## src/rtl/sio_pkg.sv

```systemverilog
package sio_pkg;

    // Write path: stage low beat, take high beat, commit to array
    typedef enum logic [1:0] {
        W_IDLE   = 2'd0,
        W_HI     = 2'd1,
        W_COMMIT = 2'd2
    } wr_state_t;

    // Read path: emit low half, then high half
    typedef enum logic {
        R_IDLE = 1'b0,
        R_HI   = 1'b1
    } rd_state_t;

endpackage

```

## src/rtl/sio_wr_demux.sv

```systemverilog
module sio_wr_demux
    import sio_pkg::*;
#(
    parameter int DW = 8,
    parameter int AW = 4
) (
    input  logic                  clk,
    input  logic                  rst_n,
    input  logic                  start,
    input  logic [AW-1:0]         addr,
    input  logic [DW-1:0]         din,
    input  logic [DW/4-1:0]       mask_n,
    output logic                  commit,
    output logic [AW-1:0]         c_addr,
    output logic [2*DW-1:0]       c_word,
    output logic [DW/2-1:0]       c_nen
);
    localparam int NIB = DW / 4;

    wr_state_t        state, nxt;
    logic [DW-1:0]    lo_d;
    logic [NIB-1:0]   lo_en;
    logic [AW-1:0]    a_q;

    // state register
    always_ff @(posedge clk or negedge rst_n) begin
        if (!rst_n) state <= W_IDLE;
        else        state <= nxt;
    end

    // transitions
    always_comb begin
        nxt = state;
        unique case (state)
            W_IDLE:   nxt = start ? W_HI : W_IDLE;
            W_HI:     nxt = W_COMMIT;
            W_COMMIT: nxt = start ? W_HI : W_IDLE;
            default:  nxt = W_IDLE;
        endcase
    end

    // outputs
    always_comb commit = (state == W_COMMIT);

    // beat staging and pending word
    always_ff @(posedge clk or negedge rst_n) begin
        if (!rst_n) begin
            lo_d   <= '0;
            lo_en  <= '0;
            a_q    <= '0;
            c_addr <= '0;
            c_word <= '0;
            c_nen  <= '0;
        end else begin
            if (state != W_HI && start) begin
                lo_d  <= din;
                lo_en <= ~mask_n;
                a_q   <= addr;
            end
            if (state == W_HI) begin
                c_addr <= a_q;
                c_word <= {din, lo_d};
                c_nen  <= {~mask_n, lo_en};
            end
        end
    end

endmodule

```

## src/rtl/sio_array.sv

```systemverilog
module sio_array #(
    parameter int DW = 8,
    parameter int AW = 4
) (
    input  logic              clk,
    input  logic              we,
    input  logic [AW-1:0]     waddr,
    input  logic [2*DW-1:0]   wdata,
    input  logic [DW/2-1:0]   nen,
    input  logic [AW-1:0]     raddr,
    output logic [2*DW-1:0]   rdata
);
    localparam int WW    = 2 * DW;
    localparam int WN    = WW / 4;
    localparam int DEPTH = 1 << AW;

    logic [WW-1:0] mem [DEPTH];

    always_ff @(posedge clk) begin
        if (we) begin
            for (int n = 0; n < WN; n++) begin
                if (nen[n]) mem[waddr][n*4 +: 4] <= wdata[n*4 +: 4];
            end
        end
    end

    assign rdata = mem[raddr];

endmodule

```

## src/rtl/sio_rd_mux.sv

```systemverilog
module sio_rd_mux
    import sio_pkg::*;
#(
    parameter int DW = 8,
    parameter int AW = 4
) (
    input  logic              clk,
    input  logic              rst_n,
    input  logic              start,
    input  logic [AW-1:0]     addr,
    input  logic [2*DW-1:0]   arr_q,
    input  logic              byp_en,
    input  logic [AW-1:0]     byp_addr,
    input  logic [2*DW-1:0]   byp_word,
    input  logic [DW/2-1:0]   byp_nen,
    output logic              beat_v,
    output logic [DW-1:0]     beat_d
);
    localparam int WW = 2 * DW;
    localparam int WN = WW / 4;

    rd_state_t      state, nxt;
    logic [WW-1:0]  merged;
    logic [DW-1:0]  hi_q;
    logic           hit;

    assign hit = byp_en && (byp_addr == addr);

    // coherence merge, one nibble at a time
    for (genvar n = 0; n < WN; n++) begin : g_nib
        assign merged[n*4 +: 4] = (hit && byp_nen[n]) ? byp_word[n*4 +: 4]
                                                       : arr_q[n*4 +: 4];
    end

    // state register
    always_ff @(posedge clk or negedge rst_n) begin
        if (!rst_n) state <= R_IDLE;
        else        state <= nxt;
    end

    // transitions
    always_comb begin
        nxt = state;
        unique case (state)
            R_IDLE:  nxt = start ? R_HI : R_IDLE;
            R_HI:    nxt = R_IDLE;
            default: nxt = R_IDLE;
        endcase
    end

    // beat outputs
    always_ff @(posedge clk or negedge rst_n) begin
        if (!rst_n) begin
            hi_q   <= '0;
            beat_v <= 1'b0;
            beat_d <= '0;
        end else if (state == R_IDLE && start) begin
            hi_q   <= merged[WW-1:DW];
            beat_d <= merged[DW-1:0];
            beat_v <= 1'b1;
        end else if (state == R_HI) begin
            beat_d <= hi_q;
            beat_v <= 1'b1;
        end else begin
            beat_d <= '0;
            beat_v <= 1'b0;
        end
    end

endmodule

```

## src/rtl/sio_out_stage.sv

```systemverilog
module sio_out_stage #(
    parameter int DW   = 8,
    parameter int PIPE = 2
) (
    input  logic            clk,
    input  logic            rst_n,
    input  logic            in_v,
    input  logic [DW-1:0]   in_d,
    input  logic            fire,
    output logic [DW-1:0]   dout,
    output logic            dvalid,
    output logic            echo
);
    logic           tail_v;
    logic [DW-1:0]  tail_d;

    if (PIPE == 0) begin : g_direct
        assign tail_v = in_v;
        assign tail_d = in_d;
    end else begin : g_pipe
        logic [PIPE-1:0] sv;
        logic [DW-1:0]   sd [PIPE];

        always_ff @(posedge clk or negedge rst_n) begin
            if (!rst_n) begin
                sv <= '0;
                for (int i = 0; i < PIPE; i++) sd[i] <= '0;
            end else begin
                sv[0] <= in_v;
                sd[0] <= in_d;
                for (int i = 1; i < PIPE; i++) begin
                    sv[i] <= sv[i-1];
                    sd[i] <= sd[i-1];
                end
            end
        end

        assign tail_v = sv[PIPE-1];
        assign tail_d = sd[PIPE-1];
    end

    // output register, clocked by the selected output strobe
    always_ff @(posedge clk or negedge rst_n) begin
        if (!rst_n) begin
            dout   <= '0;
            dvalid <= 1'b0;
            echo   <= 1'b0;
        end else if (fire) begin
            dvalid <= tail_v;
            dout   <= tail_v ? tail_d : '0;
            echo   <= ~echo;
        end
    end

endmodule

```

## src/rtl/sio_b2_sram.sv

```systemverilog
module sio_b2_sram #(
    parameter int DW     = 8,
    parameter int AW     = 4,
    parameter int RD_LAT = 4
) (
    input  logic              clk,
    input  logic              rst_n,
    input  logic              ld_n,
    input  logic              rd_nwr,
    input  logic [AW-1:0]     addr,
    input  logic [DW-1:0]     din,
    input  logic [DW/4-1:0]   wmask_n,
    input  logic              oclk_tie,
    input  logic              oclk_pulse,
    output logic [DW-1:0]     dout,
    output logic              dvalid,
    output logic              echo,
    output logic              kphase
);
    localparam int WW   = 2 * DW;
    localparam int PIPE = RD_LAT - 2;

    logic              ph;
    logic              acc, wr_go, rd_go;
    logic              wr_commit;
    logic [AW-1:0]     c_addr;
    logic [WW-1:0]     c_word;
    logic [DW/2-1:0]   c_nen;
    logic [WW-1:0]     arr_q;
    logic              beat_v;
    logic [DW-1:0]     beat_d;

    always_ff @(posedge clk or negedge rst_n) begin
        if (!rst_n) ph <= 1'b0;
        else        ph <= ~ph;
    end

    assign kphase = ph;
    assign acc    = !ld_n && !ph;
    assign wr_go  = acc && !rd_nwr;
    assign rd_go  = acc && rd_nwr;

    sio_wr_demux #(.DW(DW), .AW(AW)) u_wr (
        .clk    (clk),
        .rst_n  (rst_n),
        .start  (wr_go),
        .addr   (addr),
        .din    (din),
        .mask_n (wmask_n),
        .commit (wr_commit),
        .c_addr (c_addr),
        .c_word (c_word),
        .c_nen  (c_nen)
    );

    sio_array #(.DW(DW), .AW(AW)) u_arr (
        .clk   (clk),
        .we    (wr_commit),
        .waddr (c_addr),
        .wdata (c_word),
        .nen   (c_nen),
        .raddr (addr),
        .rdata (arr_q)
    );

    sio_rd_mux #(.DW(DW), .AW(AW)) u_rd (
        .clk      (clk),
        .rst_n    (rst_n),
        .start    (rd_go),
        .addr     (addr),
        .arr_q    (arr_q),
        .byp_en   (wr_commit),
        .byp_addr (c_addr),
        .byp_word (c_word),
        .byp_nen  (c_nen),
        .beat_v   (beat_v),
        .beat_d   (beat_d)
    );

    sio_out_stage #(.DW(DW), .PIPE(PIPE)) u_out (
        .clk    (clk),
        .rst_n  (rst_n),
        .in_v   (beat_v),
        .in_d   (beat_d),
        .fire   (oclk_tie || oclk_pulse),
        .dout   (dout),
        .dvalid (dvalid),
        .echo   (echo)
    );

endmodule

```

## config.mk

```make
export PLATFORM = sky130hd
export DESIGN_NAME = sio_b2_sram
export DESIGN_NICKNAME = d
export VERILOG_FILES = /design/src/rtl/sio_pkg.sv /design/src/rtl/sio_wr_demux.sv /design/src/rtl/sio_array.sv /design/src/rtl/sio_rd_mux.sv /design/src/rtl/sio_out_stage.sv /design/src/rtl/sio_b2_sram.sv
export SDC_FILE = /design/constraint.sdc
export NUM_CORES = 1
export LEC_CHECK = 0
export BUFFER_PORTS_ARGS = -buffer_cell sky130_fd_sc_hd__buf_4
export CORE_MARGIN = 8
export CORE_UTILIZATION = 70
export CTS_BUF_LIST = sky130_fd_sc_hd__clkbuf_4 sky130_fd_sc_hd__clkbuf_8
export DETAILED_ROUTE_END_ITERATION = 12
export GPL_TIMING_DRIVEN = 0
export PLACE_DENSITY = 0.94
export SLEW_MARGIN = 20
export SYNTH_ARGS = -nofsm -noshare
export SYNTH_HDL_FRONTEND = slang
export SYNTH_HIERARCHICAL = 1
export SYNTH_SLANG_ARGS = --single-unit
```

## constraint.sdc

```tcl
create_clock -name clk -period 4.5 [get_ports clk]
set_input_delay 0.45 -clock clk [delete_from_list [all_inputs] [get_ports clk]]
set_output_delay 0.45 -clock clk [all_outputs]
set_load 0.1 [all_outputs]
```

Word-level counts from Yosys, hierarchy flattened
Memory sizes are Yosys's and may differ from the RTL's.
Index checks and enable logic that the tools add are counted.

word-level totals
  output and inout bits = 11
  flip-flop bits (word level) = 87
  input port bits = 20
  memories kept = 1
  word-level logic and storage cells = 68
  RAM bits = 256

memories
  name       depth  bits a word  read ports  clocked after memory_dff  wr ports  RTL line         text
  u_arr.mem  16     16           1           0                         1         sio_array.sv:17  logic [WW-1:0] mem [DEPTH];

cells by class
  reductions and logical operators = 16
  muxes and demuxes = 25
  equal/unequal tests = 4
  bitwise gates (word level) = 4

operators with widths
  cell                  number
  $mux W8               3
  $mux W1               16
  $mux W4               4
  $logic_and A1 B1 Y1   10
  $eq A4 B4 Y1          1
  $pmux W2 S2           1
  $logic_not A1 Y1      3
  $not A1 Y1            3
  $eq A2 B1 Y1 const B  1
  $eq A2 B2 Y1 const B  1
  $logic_not A2 Y1      1
  $ne A2 B1 Y1 const B  1
  $not A2 Y2            1
  $pmux W1 S2           1
  $reduce_or A2 Y1      1
  $logic_or A1 B1 Y1    1

Longest topological paths before layout
Gate-level depths: netlist of run 1.

  word-level depth = 5
  mapped depth = 8
  depth with buffers taken out = 6

Modules after synthesis
Netlist of run 1, hierarchy kept.

by module, submodules not included
  module         sequential area each (sq um)  cells an instance  instances  area an instance (sq um)
  sio_array      7687.4                        487                1          9985.8
  sio_wr_demux   1001.0                        138                1          1530.2
  sio_rd_mux     450.4                         114                1          1056.0
  sio_out_stage  700.7                         57                 1          913.4
  sio_b2_sram    25.0                          5                  1          57.6

Worst setup path after synthesis of run 1
OpenSTA, ideal clock, no wires.

  path type = input to register
  start point = in addr[0]
  end point = reg u_rd.beat_d[3]
  path slack = 2.478 ns
  data required time = 4.376 ns
  buffers on the path = 2
  library setup time = 0.124 ns
  data arrival time = 1.898 ns
  cell stages on the path = 8
  cells stage by stage = buf_6 -> buf_6 -> mux4_1 -> a22oi_1 -> nand2_1 -> nand3b_1 -> a21oi_2 -> a211o_1

between the ends
  elaborated cells on any way between the ends = 6
  classes of those cells = eq/ne: 1; mux: 2; reduce/logical: 2; memory: 1

RTL lines
  what                  RTL line           text
  start, declared       sio_b2_sram.sv:10  input logic [AW-1:0] addr,
  $mem_v2 Z16 W16       n/a
  via arr_q[3]          sio_b2_sram.sv:29  logic [WW-1:0] arr_q;
  $mux W4               sio_rd_mux.sv:31   assign merged[n*4 +: 4] = (hit && byp_nen[n]) ? byp_word[n*4 +: 4]
  $mux W8               sio_rd_mux.sv:57   end else if (state == R_IDLE && start) begin
  end signal, assigned  sio_rd_mux.sv:59   beat_d <= merged[DW-1:0];
  end signal, assigned  sio_rd_mux.sv:62   beat_d <= hi_q;
  end, declared         sio_rd_mux.sv:17   output logic [DW-1:0] beat_d

The timed path passes the listed nets, and every way through them passes these cells.
A chain may end at the register's enable or synchronous reset.

Worst setup path in the final report of run 1
  start point = reg u_wr.state[0]
  end point = mem u_arr/mem[8][9] (netlist bit), enable pin

between the ends
  word-level cells in the longest chain between the ends = 3

ends and longest elaborated chain
  what                           RTL line            text
  start, declared                sio_wr_demux.sv:20  wr_state_t state, nxt;
  start signal, assigned         sio_wr_demux.sv:28  else state <= nxt;
  $eq A2 B2 Y1                   sio_wr_demux.sv:43  always_comb commit = (state == W_COMMIT);
  via wr_commit                  sio_b2_sram.sv:25   logic wr_commit;
  $mux W1                        sio_array.sv:20     if (we) begin
  $mux W1 (not written as such)  sio_array.sv:22     if (nen[n]) mem[waddr][n*4 +: 4] <= wdata[n*4 +: 4];
  end, declared                  sio_array.sv:17

The timed path passes the listed nets, and every way through them passes these cells.

==> results of run 1 <==
worst max-delay path, stage by stage, from the launching register on:
cell      delay [ps]
dfrtp_1          410
nor2b_1          590
nand2_1          410
clkbuf_1         370
nor2_1           470
cell type report:
cell class / instances / area share, %
buffer: 44 / 1.88
clock buffer: 73 / 5.97
clock inverter: 21 / 0.965
inverter: 11 / 0.272
multi-input combinational: 403 / 22.1
sequential: 343 / 65.0
tap: 265 / 2.19
timing repair buffer: 31 / 1.58
synth_stat cells (2+ instances only):
cell type / instances
nand3b_1: 16
and2_1: 2
a31oi_1: 8
a22oi_1: 32
a21oi_1: 6
xnor2_1: 4
nor3_1: 8
buf_1: 4
buf_2: 10
buf_6: 8
nand2_1: 101
o21ai_2: 8
nand4_1: 10
o21ai_0: 14
buf_4: 4
mux4_2: 54
nor2_1: 76
mux4_1: 10
mux2_2: 4
mux2_4: 9
buf_12: 2
dfrtp_1: 87
edfxtp_1: 256
inv_1: 11
a211o_1: 8
nor2b_1: 8
nand3_1: 13
clkbuf_1: 16
a21oi_2: 2
per-layer routing:
| layer | vias up | part of all wire, % | global-route usage, % |
|---|---|---|---|
| met3 | 187 | 14 | 9.65 |
| met5 | - | 0 | 0 |
| met1 | 3946 | 33 | 34.2 |
| met4 | 0 | 6.3 | 16.7 |
| met2 | 790 | 47 | 44.3 |
| li1 | 3256 | - | - |
power by group:
group	leakage (nW)	internal, mW	switching (mW)
Combinational	1.50	0.173	0.308
Clock	0.555	1.41	1.15
Sequential	3.42	3.58	0.203
state kept, by name, summed over array words and instances (netlist names):
name             flops
u_wr/c_addr          4
kphase               1
u_rd/hi_q            8
u_wr/state           2
u_rd/beat_v          1
u_wr/lo_en           2
u_out/g_pipe.sv      2
u_wr/c_nen           4
u_rd/state           1
u_rd/beat_d          8
u_wr/lo_d            8
u_wr/c_word         16
u_out/dout           8
u_out/dvalid         1
u_out/tail_d         8
u_wr/a_q             4
u_out/echo           1
u_arr/mem          256
u_out/g_pipe.sd      8
worst min path at each step:
stage | to | slack (ps) | start
floorplan | kphase$_DFF_PN0_ | 150 | rst_n
finish | u_wr/c_word[8]$_DFFE_PN0P_ | 80 | din[0]
CTS | u_wr/c_word[8]$_DFFE_PN0P_ | 60 | din[0]
global route | u_wr/c_word[8]$_DFFE_PN0P_ | 80 | din[0]
detailed placement | u_out/tail_d[1]$_DFF_PN0_ | 330 | u_out/g_pipe.sd[9]$_DFF_PN0_
global placement | u_out/tail_d[2]$_DFF_PN0_ | 330 | u_out/g_pipe.sd[10]$_DFF_PN0_
kinds of logic after synthesis:
kind of cell           count (synthesis)  synth area share, %
AND/OR/NAND/NOR                      243                 8.07
XOR/XNOR                               5                0.379
buffers and inverters                 55                 2.41
AO/OA/AOI/OAI                         78                 4.05
multiplexers                          77                 12.3
flip-flops                           343                 72.8
metrics by stage:
step / utilization [%] / worst slack, ps
after floorplan: - / 2480
after global placement: 73.4 / 1650
after detailed placement: 73.4 / 1590
after CTS: 78.9 / 2050
after global routing: 79.0 / 1880
final: 79.0 / 1880
==> results.md, run 1 <==
- Slew @ Worst Pin: approximately 860 ps
- Initial DRC count: 1406
- Antenna diode count: 0
- Ys async rst share: between 20% and 30%
- Critical Path Fanout Max: 10
- CTS root buf: clkbuf_8
- Crit path kind: flop to flop
- Die Y: 155 µm
- Num rows: slightly above 50
- Flop-to-flop setup slack: 1880 ps
- Synthesized area per cell: ~17 µm²
- Vias in the first global route: ~8500
- Initial Util: a little over 70%
- Post-Syn Area: approximately 14000 µm²
- Gpl congestion: 0.971
- Most frequent cells in the layout: 256 x edfxtp_1, 101 x nand2_1, 87 x dfrtp_1
- Vias: ~8200
- Relative slew slack: 42.6%
- Peak supply drop: between 0.3 and 0.4 mV
- Leakage: 5.47 nW
- Tot GR Track Use: roughly 28%
- IO Pins: 31
- Setup crit end kind: flop
- Most common cell after layout, fill and taps aside: edfxtp_1
- CP endpoint: u_arr/mem[8][9]$_DFFE_PP_
- Distinct cells, synth: 39
- Synth top area cells: edfxtp_1 57%, dfrtp_1 16%, mux4_2 9.0%
- Worst r2r path cells: 4
- Clk sink count: 343
- Worst hold path class: input pin to flop
- Fin area: ~15000 µm²
- # fillers: ~870
- First-pass GRT wire length: between 50000 and 60000 µm
- Mapped Cells: roughly 800
- Area added between synthesis and finish: 12.0%
- Clk_skew: about 24 ps
- Register area: 9860 µm²
- Largest net degree at the start of global routing: around 90
- Pwr dens: between 400 and 500 nW/µm²
- Outcome: finished, final reports clean
- Postcts setup bufs: 0
- Hold depth: 3
- Fin crit share: between 50% and 60%
- Max frequency: approximately 380 MHz
- EDFF count, synth: 256
- Final min period: approximately 2600 ps
- WP data arrival: between 2000 and 3000 ps
- Synth Flop Type: edfxtp_1
- CTS tree: done
- Top-area cell type share of the netlist area: between 50% and 60%
- Final nets: just over 900
- Startpoint Class: flop
- Share of layout cells above drive strength 1: 23.8%
- DP HPWL: 21400 µm
- Final WL: about 33000 µm
- Die width: approximately 160 µm
- Synth Warn #: 6
- CP required: ~4700 ps
- Reg clk slew, reported paths: 60 ps
- Placed Area: 14100 µm²
- Via-to-Cell Ratio: ~7
- Grt ovf: 0
- R2r startpoint: u_wr/state[0]$_DFF_PN0_
- Clock buffer count from CTS: between 50 and 60
- Final setup viols: 0
- Cell taking the most area after synthesis: edfxtp_1
- Hold WS: just under 80 ps
- Drt wl/cell: about 28 µm
- Post-Layout Cell Count: around 1200
- DRC: 0
- H-tree levels: 2
- Seq/Total Area, Yosys: 72.8%
- Placed cells: 1096
- Multi-input gate area: 3350 µm²
- Initial antenna violation count: 2
- Setup Total Neg Slack: 0 ps
- Clk buf depth: 3
- Reg-to-Reg End: u_arr/mem[8][9]$_DFFE_PP_
- FF+latch count, synth: about 340
- Total Power: 6.82 mW
- Worst skew pair latency: ~580 ps
- Hold Vio Cnt, Final: 0
- Core Area: ~19000 µm²
- Count of pins over their slew limit: 0
- Synth Net Count: 821
- DRT Pass-1 Iters: 7
- DRT antenna net count: 0
- Post-CTS Resized: 0
- Die ar.: between 20000 and 25000 µm²
- Number of I/O port buffers: 30
- Critical path startpoint: u_wr/state[0]$_DFF_PN0_
- RSZ-0062 raised after global routing: false
- Max Cap Violations: 0
- Hold-fix buffers, CTS: 0
(Power assumes the default switching activity.)
==> run 2, diff against run 1 <==
--- a/config.mk
+++ b/config.mk
@@ -7,11 +7,11 @@
 export LEC_CHECK = 0
 export BUFFER_PORTS_ARGS = -buffer_cell sky130_fd_sc_hd__buf_4
 export CORE_MARGIN = 8
-export CORE_UTILIZATION = 70
+export CORE_UTILIZATION = 58
 export CTS_BUF_LIST = sky130_fd_sc_hd__clkbuf_4 sky130_fd_sc_hd__clkbuf_8
 export DETAILED_ROUTE_END_ITERATION = 12
 export GPL_TIMING_DRIVEN = 0
-export PLACE_DENSITY = 0.94
+export PLACE_DENSITY = 0.84
 export SLEW_MARGIN = 20
 export SYNTH_ARGS = -nofsm -noshare
 export SYNTH_HDL_FRONTEND = slang
==> constraint.sdc (replaced) <==
create_clock -name clk -period 2.3 [get_ports clk]
set_input_delay 0.23 -clock clk [delete_from_list [all_inputs] [get_ports clk]]
set_output_delay 0.23 -clock clk [all_outputs]
set_load 0.1 [all_outputs]
==> run 2 against run 1 <==
  * Register-to-register slack got worse by 1800 ps
  * Highest routed layer unchanged
  * Global-route usage down 5.6 points
  * Power rose by 97%
  * Largest power group unchanged
==> results.md, run 2 (synthesized netlist as in run 1, its figures left out) <==
- Outcome: finished, final reports clean
- Setup crit end kind: flop
- DRT Pass-1 Iters: 6
- Gpl congestion: ~1
- Vias: roughly 8000
- Clk sink count: between 300 and 400
- Fin area: between 15000 and 20000 µm²
- CP required: roughly 2700 ps
- Die ar.: approximately 28000 µm²
- Area added between synthesis and finish: 13.9%
- Biggest regs: u_arr/mem (256), u_wr/c_word (16)
- Reg clk slew, reported paths: 60 ps
- WP data arrival: between 2000 and 3000 ps
- Largest net degree at the start of global routing: a little under 90
- Final min period: around 2300 ps
- Num rows: 56
- Vias in the first global route: 8182
- Number of I/O port buffers: 30
- DRT antenna net count: 0
- Max frequency: around 440 MHz
- Most common cell after layout, fill and taps aside: edfxtp_1
- Most frequent cells in the layout: 256 x edfxtp_1, 101 x nand2_1, 87 x dfrtp_1
- Leakage: 5.57 nW
- Placed cells: 1150
- H-tree levels: 2
- RSZ-0062 raised after global routing: true
- Worst hold path class: input pin to flop
- Fin crit share: 99.7%
- Post-Layout Cell Count: between 1000 and 1500
- Crit path kind: input pin to flop
- DP HPWL: approximately 21000 µm
- Final nets: 919
- Placed Area: ~14000 µm²
- CTS root buf: clkbuf_8
- Initial Util: about three fifths
- Clk_skew: 33.1 ps
- Largest register by flop count: u_arr/mem
- Pwr dens: approximately 870 nW/µm²
- R2r startpoint: u_wr/c_addr[2]$_DFFE_PN0P_
- Initial antenna violation count: 0
- Largest register FFs: 256
- Postcts setup bufs: 0
- Relative slew slack: between 30 and 40%
- Fin util: between 60% and 70%
- Final WL: around 32000 µm
- Slew @ Worst Pin: approximately 970 ps
- Max Cap Violations: 0
- Final setup viols: 0
- Setup WS post-layout: roughly 7 ps
- DP Worst Slack: -357 ps
- Core Area: about 23000 µm²
- Die Y: 169 µm
- Antenna diode count: 0
- Die width: ~170 µm
- Drt wl/cell: about 25 µm
- Startpoint Class: input pin
- Clock buffer count from CTS: 49
- CTS tree: done
- Hold path start: ld_n
- IO Pins: 31
- Clk buf depth: 3
- First-pass GRT wire length: between 40000 and 50000 µm
- Critical Path Fanout Max: 10
- Grt ovf: 0
- Tot GR Track Use: 22.8%
- Worst skew pair latency: roughly 600 ps
- Hold WS: 67.9 ps
- Critical path startpoint: addr[0]
- Count of pins over their slew limit: 0
- Share of layout cells above drive strength 1: 24.4%
- DRC: 0
- Hold Vio Cnt, Final: 0
- Peak supply drop: approximately 0.75 mV
- Via-to-Cell Ratio: approximately 6.3
- Initial DRC count: 1229
run 2: repair_timing:
item,in CTS,in global routing
setup endpoints to repair,39,8
endpoints found under the hold margin,112,0
hold buffers,17,0
gates cloned,0,0
gates resized for setup,1,9
run 2: layout make-up:
type                            count  area (µm²)
Buffer                             44         293
Clock buffer                       75         907
Clock inverter                     16         160
Fill cell                        1468        7770
Inverter                           11        41.3
Multi-Input combinational cell    403        3360
Sequential cell                   343        9860
Tap cell                          319         399
Timing Repair Buffer               47         399
run 2: final timing paths:
kind	end	slack, ps	depth (start not counted)
hold / removal	u_wr/lo_d[7]$_DFFE_PN0P_	70	4
setup reg to reg	u_arr/mem[7][15]$_DFFE_PP_	120	3
setup / recovery	u_rd/beat_d[7]$_DFF_PN0_	7	10
min in group asynchronous	u_out/g_pipe.sd[12]$_DFF_PN0_	270	2
max in group asynchronous	u_wr/c_addr[0]$_DFFE_PN0P_	1460	2
hold reg to reg	u_out/g_pipe.sd[8]$_DFF_PN0_	350	0
run 2: worst max-delay path, stage by stage:
cell	delay, ps
dlygate4sd3_1	530
buf_4	130
buf_6	170
buf_6	240
mux4_1	650
a22oi_2	250
nand2_1	80
nand3b_1	100
a21oi_1	50
a211o_1	310
run 2: power breakdown:
group | switching [mW] | internal, mW
Sequential | 0.375 | 7.01
Clock | 2.24 | 2.87
Combinational | 0.589 | 0.357
Total | 3.20 | 10.2
run 2: per-layer routing:
layer | part of all wire, % | GRT usage, % | vias to the layer above
li1 | - | - | 3265
met1 | 34 | 28.3 | 3942
met2 | 47 | 36.8 | 591
met3 | 12 | 4.61 | 160
met4 | 6.9 | 13.7 | 0
met5 | 0 | 0.181 | -
run 2: metrics by stage:
step | power (mW) | TNS, ps
finish | 13.4 | 0
global route | 13.8 | -28.3
CTS | 13.4 | 0
detailed placement | 8.39 | -3190
global placement | 8.32 | -2280
floorplan | 7.93 | 0
==> run 3, diff against run 2 <==
--- a/config.mk
+++ b/config.mk
@@ -11,7 +11,8 @@
 export CTS_BUF_LIST = sky130_fd_sc_hd__clkbuf_4 sky130_fd_sc_hd__clkbuf_8
 export DETAILED_ROUTE_END_ITERATION = 12
 export GPL_TIMING_DRIVEN = 0
-export PLACE_DENSITY = 0.84
+export MAX_ROUTING_LAYER = met4
+export PLACE_DENSITY = 0.77
 export SLEW_MARGIN = 20
 export SYNTH_ARGS = -nofsm -noshare
 export SYNTH_HDL_FRONTEND = slang
==> run 3 against run 2 <==
  * The run now ends with setup timing left
  * Clock power down 3%
  * Die area unchanged
  * First-iteration DRC count down 37%
  * Count of clock-buffer cells in the layout up 4
  * Maximum frequency down 1.1%
  * Setup slack worse by 25 ps
  * Sequential power about the same
  * Global-route usage down 1.2 points
  * Via count down 4.1%
==> results.md, run 3 (synthesized netlist as in run 1, its figures left out) <==
- Outcome: complete, but fails checks
- Failing checks: setup timing
- Pwr dens: roughly 860 nW/µm²
- Tot GR Track Use: 21.6%
- Relative slew slack: between 40% and 50%
- Core Area: between 20000 and 25000 µm²
- Largest net degree at the start of global routing: 88
- Clk buf depth: 3
- Grt ovf: 0
- Largest register by flop count: u_arr/mem
- H-tree levels: 2
- First-pass GRT wire length: between 40000 and 50000 µm
- Final min period: around 2300 ps
- CP required: between 2000 and 3000 ps
- Die ar.: about 28000 µm²
- Initial Util: roughly 58%
- Cell internal pwr: between 10 and 15 mW
- Crit-path slowest cell: nor2_1
- CTS tree: done
- Clock power share: 37.5%
- DRT Pass-1 Iters: 5
- Sw frac: a little under a quarter
- Setup WS post-layout: -17.8 ps
- DP Worst Slack: -379 ps
- Postcts setup bufs: 0
- Die width: around 170 µm
- Most common cell after layout, fill and taps aside: edfxtp_1
- Max frequency: approximately 430 MHz
- Initial antenna violation count: 0
- Vias in the first global route: slightly below 8000
- Peak supply drop: about 0.58 mV
- Initial DRC count: 772
- Clk_skew: 34.0 ps
- Largest register FFs: about 260
- Clk sink count: 343
- Area added between synthesis and finish: 13.8%
- Crit-path leading delay family: simple AND/OR/NAND/NOR gates
- CTS root buf: clkbuf_8
- Setup crit end kind: flop
- Final WL: just under 30000 µm
- Num rows: 56
- Fin area: 15400 µm²
- Drt wl/cell: between 20 and 25 µm
- Register area: 9860 µm²
- Critical Path Fanout Max: 10
- Placed Area: ~14000 µm²
- Share of layout cells above drive strength 1: 24.6%
- Slew @ Worst Pin: 791 ps
- DRT antenna net count: 0
- Worst skew pair latency: approximately 580 ps
- Combinational share of power: under 10%
- Most frequent cells in the layout: 256 x edfxtp_1, 101 x nand2_1, 87 x dfrtp_1
- Via-to-Cell Ratio: ~6
- DP HPWL: 20000 µm
- Die Y: between 150 and 200 µm
- RSZ-0062 raised after global routing: true
- Final nets: between 900 and 1000
- Clock buffer count from CTS: 52
- # fillers: roughly 1500
- Count of pins over their slew limit: 0
- Number of I/O port buffers: 30
- Largest stage delay, worst path: between 400 and 500 ps
- Vias: about 7600
- Multi-input gate area: roughly 3400 µm²
- Max Cap Violations: 0
- Fin crit share: 101%
- Final setup viols: 5
- Biggest regs: u_arr/mem (256), u_wr/c_word (16)
- Antenna diode count: 0
- Leakage: 5.56 nW
- Setup Total Neg Slack: -58.5 ps
- WP data arrival: 2530 ps
- Startpoint Class: flop
- Sequential Power Share: between 50% and 60%
- Buf+Inv Stages, Crit Path: 1
- Worst hold path class: input pin to flop
- IO Pins: 31
- Hold Vio Cnt, Final: 0
- Reg clk slew, reported paths: around 60 ps
- CP Cell Sequence: nor2b_2 > nand2_1 > clkbuf_1 > nor2_1
- Gpl congestion: 0.928
- Net Sw Power: roughly 3.1 mW
- Crit path kind: flop to flop
- DRC: 0
==> run 3: cell count changes in the layout (fill, tap and decap cells not counted), moves of 2 or more <==
cell,before,now
nor2_1,75,71
nor2_2,1,5
clkinv_1,6,9
bufinv_16,3,1
clkbuf_1,13,15
clkbuf_2,3,1
clkbuf_4,20,22
clkbuf_8,55,57
clkinv_2,4,6
==> run 3: final cells by class <==
type | count | area share, %
plain buffers | 44 | 1.86
flip-flops and latches | 343 | 64.0
inverters | 11 | 0.268
well taps | 319 | 2.59
clock buffers | 79 | 6.16
repair buffers | 47 | 2.59
clock inverters | 17 | 0.666
multi-input cells | 403 | 21.8
==> run 3: path summary, 6_finish.rpt <==
check	slack [ps]	end	startpoint	depth (start not counted)
max reg2reg	-20	u_arr/mem[8][12]$_DFFE_PP_	u_wr/state[0]$_DFF_PN0_	4
min in group asynchronous	280	u_out/echo$_DFFE_PN0P_	rst_n	2
min reg2reg	340	u_out/g_pipe.sd[13]$_DFF_PN0_	u_rd/beat_d[5]$_DFF_PN0_	0
max in group asynchronous	1480	u_rd/state$_DFF_PN0_	rst_n	2
max	-20	u_arr/mem[8][12]$_DFFE_PP_	u_wr/state[0]$_DFF_PN0_	4
min	70	u_wr/lo_d[7]$_DFFE_PN0P_	ld_n	4
==> run 3: power by group through the flow <==
stage	Sequential, mW	Clock, mW	Combinational (mW)
global placement	7.49	0	0.847
finish	7.39	4.97	0.899
floorplan	7.43	0	0.497
global route	7.43	5.31	0.953
CTS	7.39	5.05	0.894
detailed placement	7.51	0	0.865
==> run 3: per-layer routing <==
| layer | global-route usage, % | routed length, µm |
|---|---|---|
| met1 | 27.1 | 11200 |
| met3 | 4.43 | 2520 |
| met4 | 9.47 | 1200 |
| met2 | 34.2 | 14300 |
| met5 | - | 0 |
==> run 3: what timing repair did <==
| action | 4_1_cts | 5_1_grt |
|---|---|---|
| hold buffers | 17 | 0 |
| gates resized for setup | 1 | 7 |
| endpoints found under the setup margin | 160 | 29 |
| pin swaps | 0 | 0 |
| hold endpoints to repair | 112 | 0 |
==> run 3: stage by stage <==
step | util (%) | total power, mW | instances | hold WS (ps)
6_report | 66.4 | 13.3 | 1263 | 68.3
5_1_grt | 66.4 | 13.7 | 1263 | 65.2
4_1_cts | 66.4 | 13.3 | 1263 | 43.6
3_5_place_dp | 61.1 | 8.38 | 1150 | 335
3_3_place_gp | 61.1 | 8.33 | 1150 | 334
2_1_floorplan | - | 7.93 | 801 | -65.6
==> run 3: worst register-to-register path, stage by stage (launching register included) <==
cell,delay [ps]
dfrtp_1,400
nor2b_2,450
nand2_1,300
clkbuf_1,320
nor2_1,480
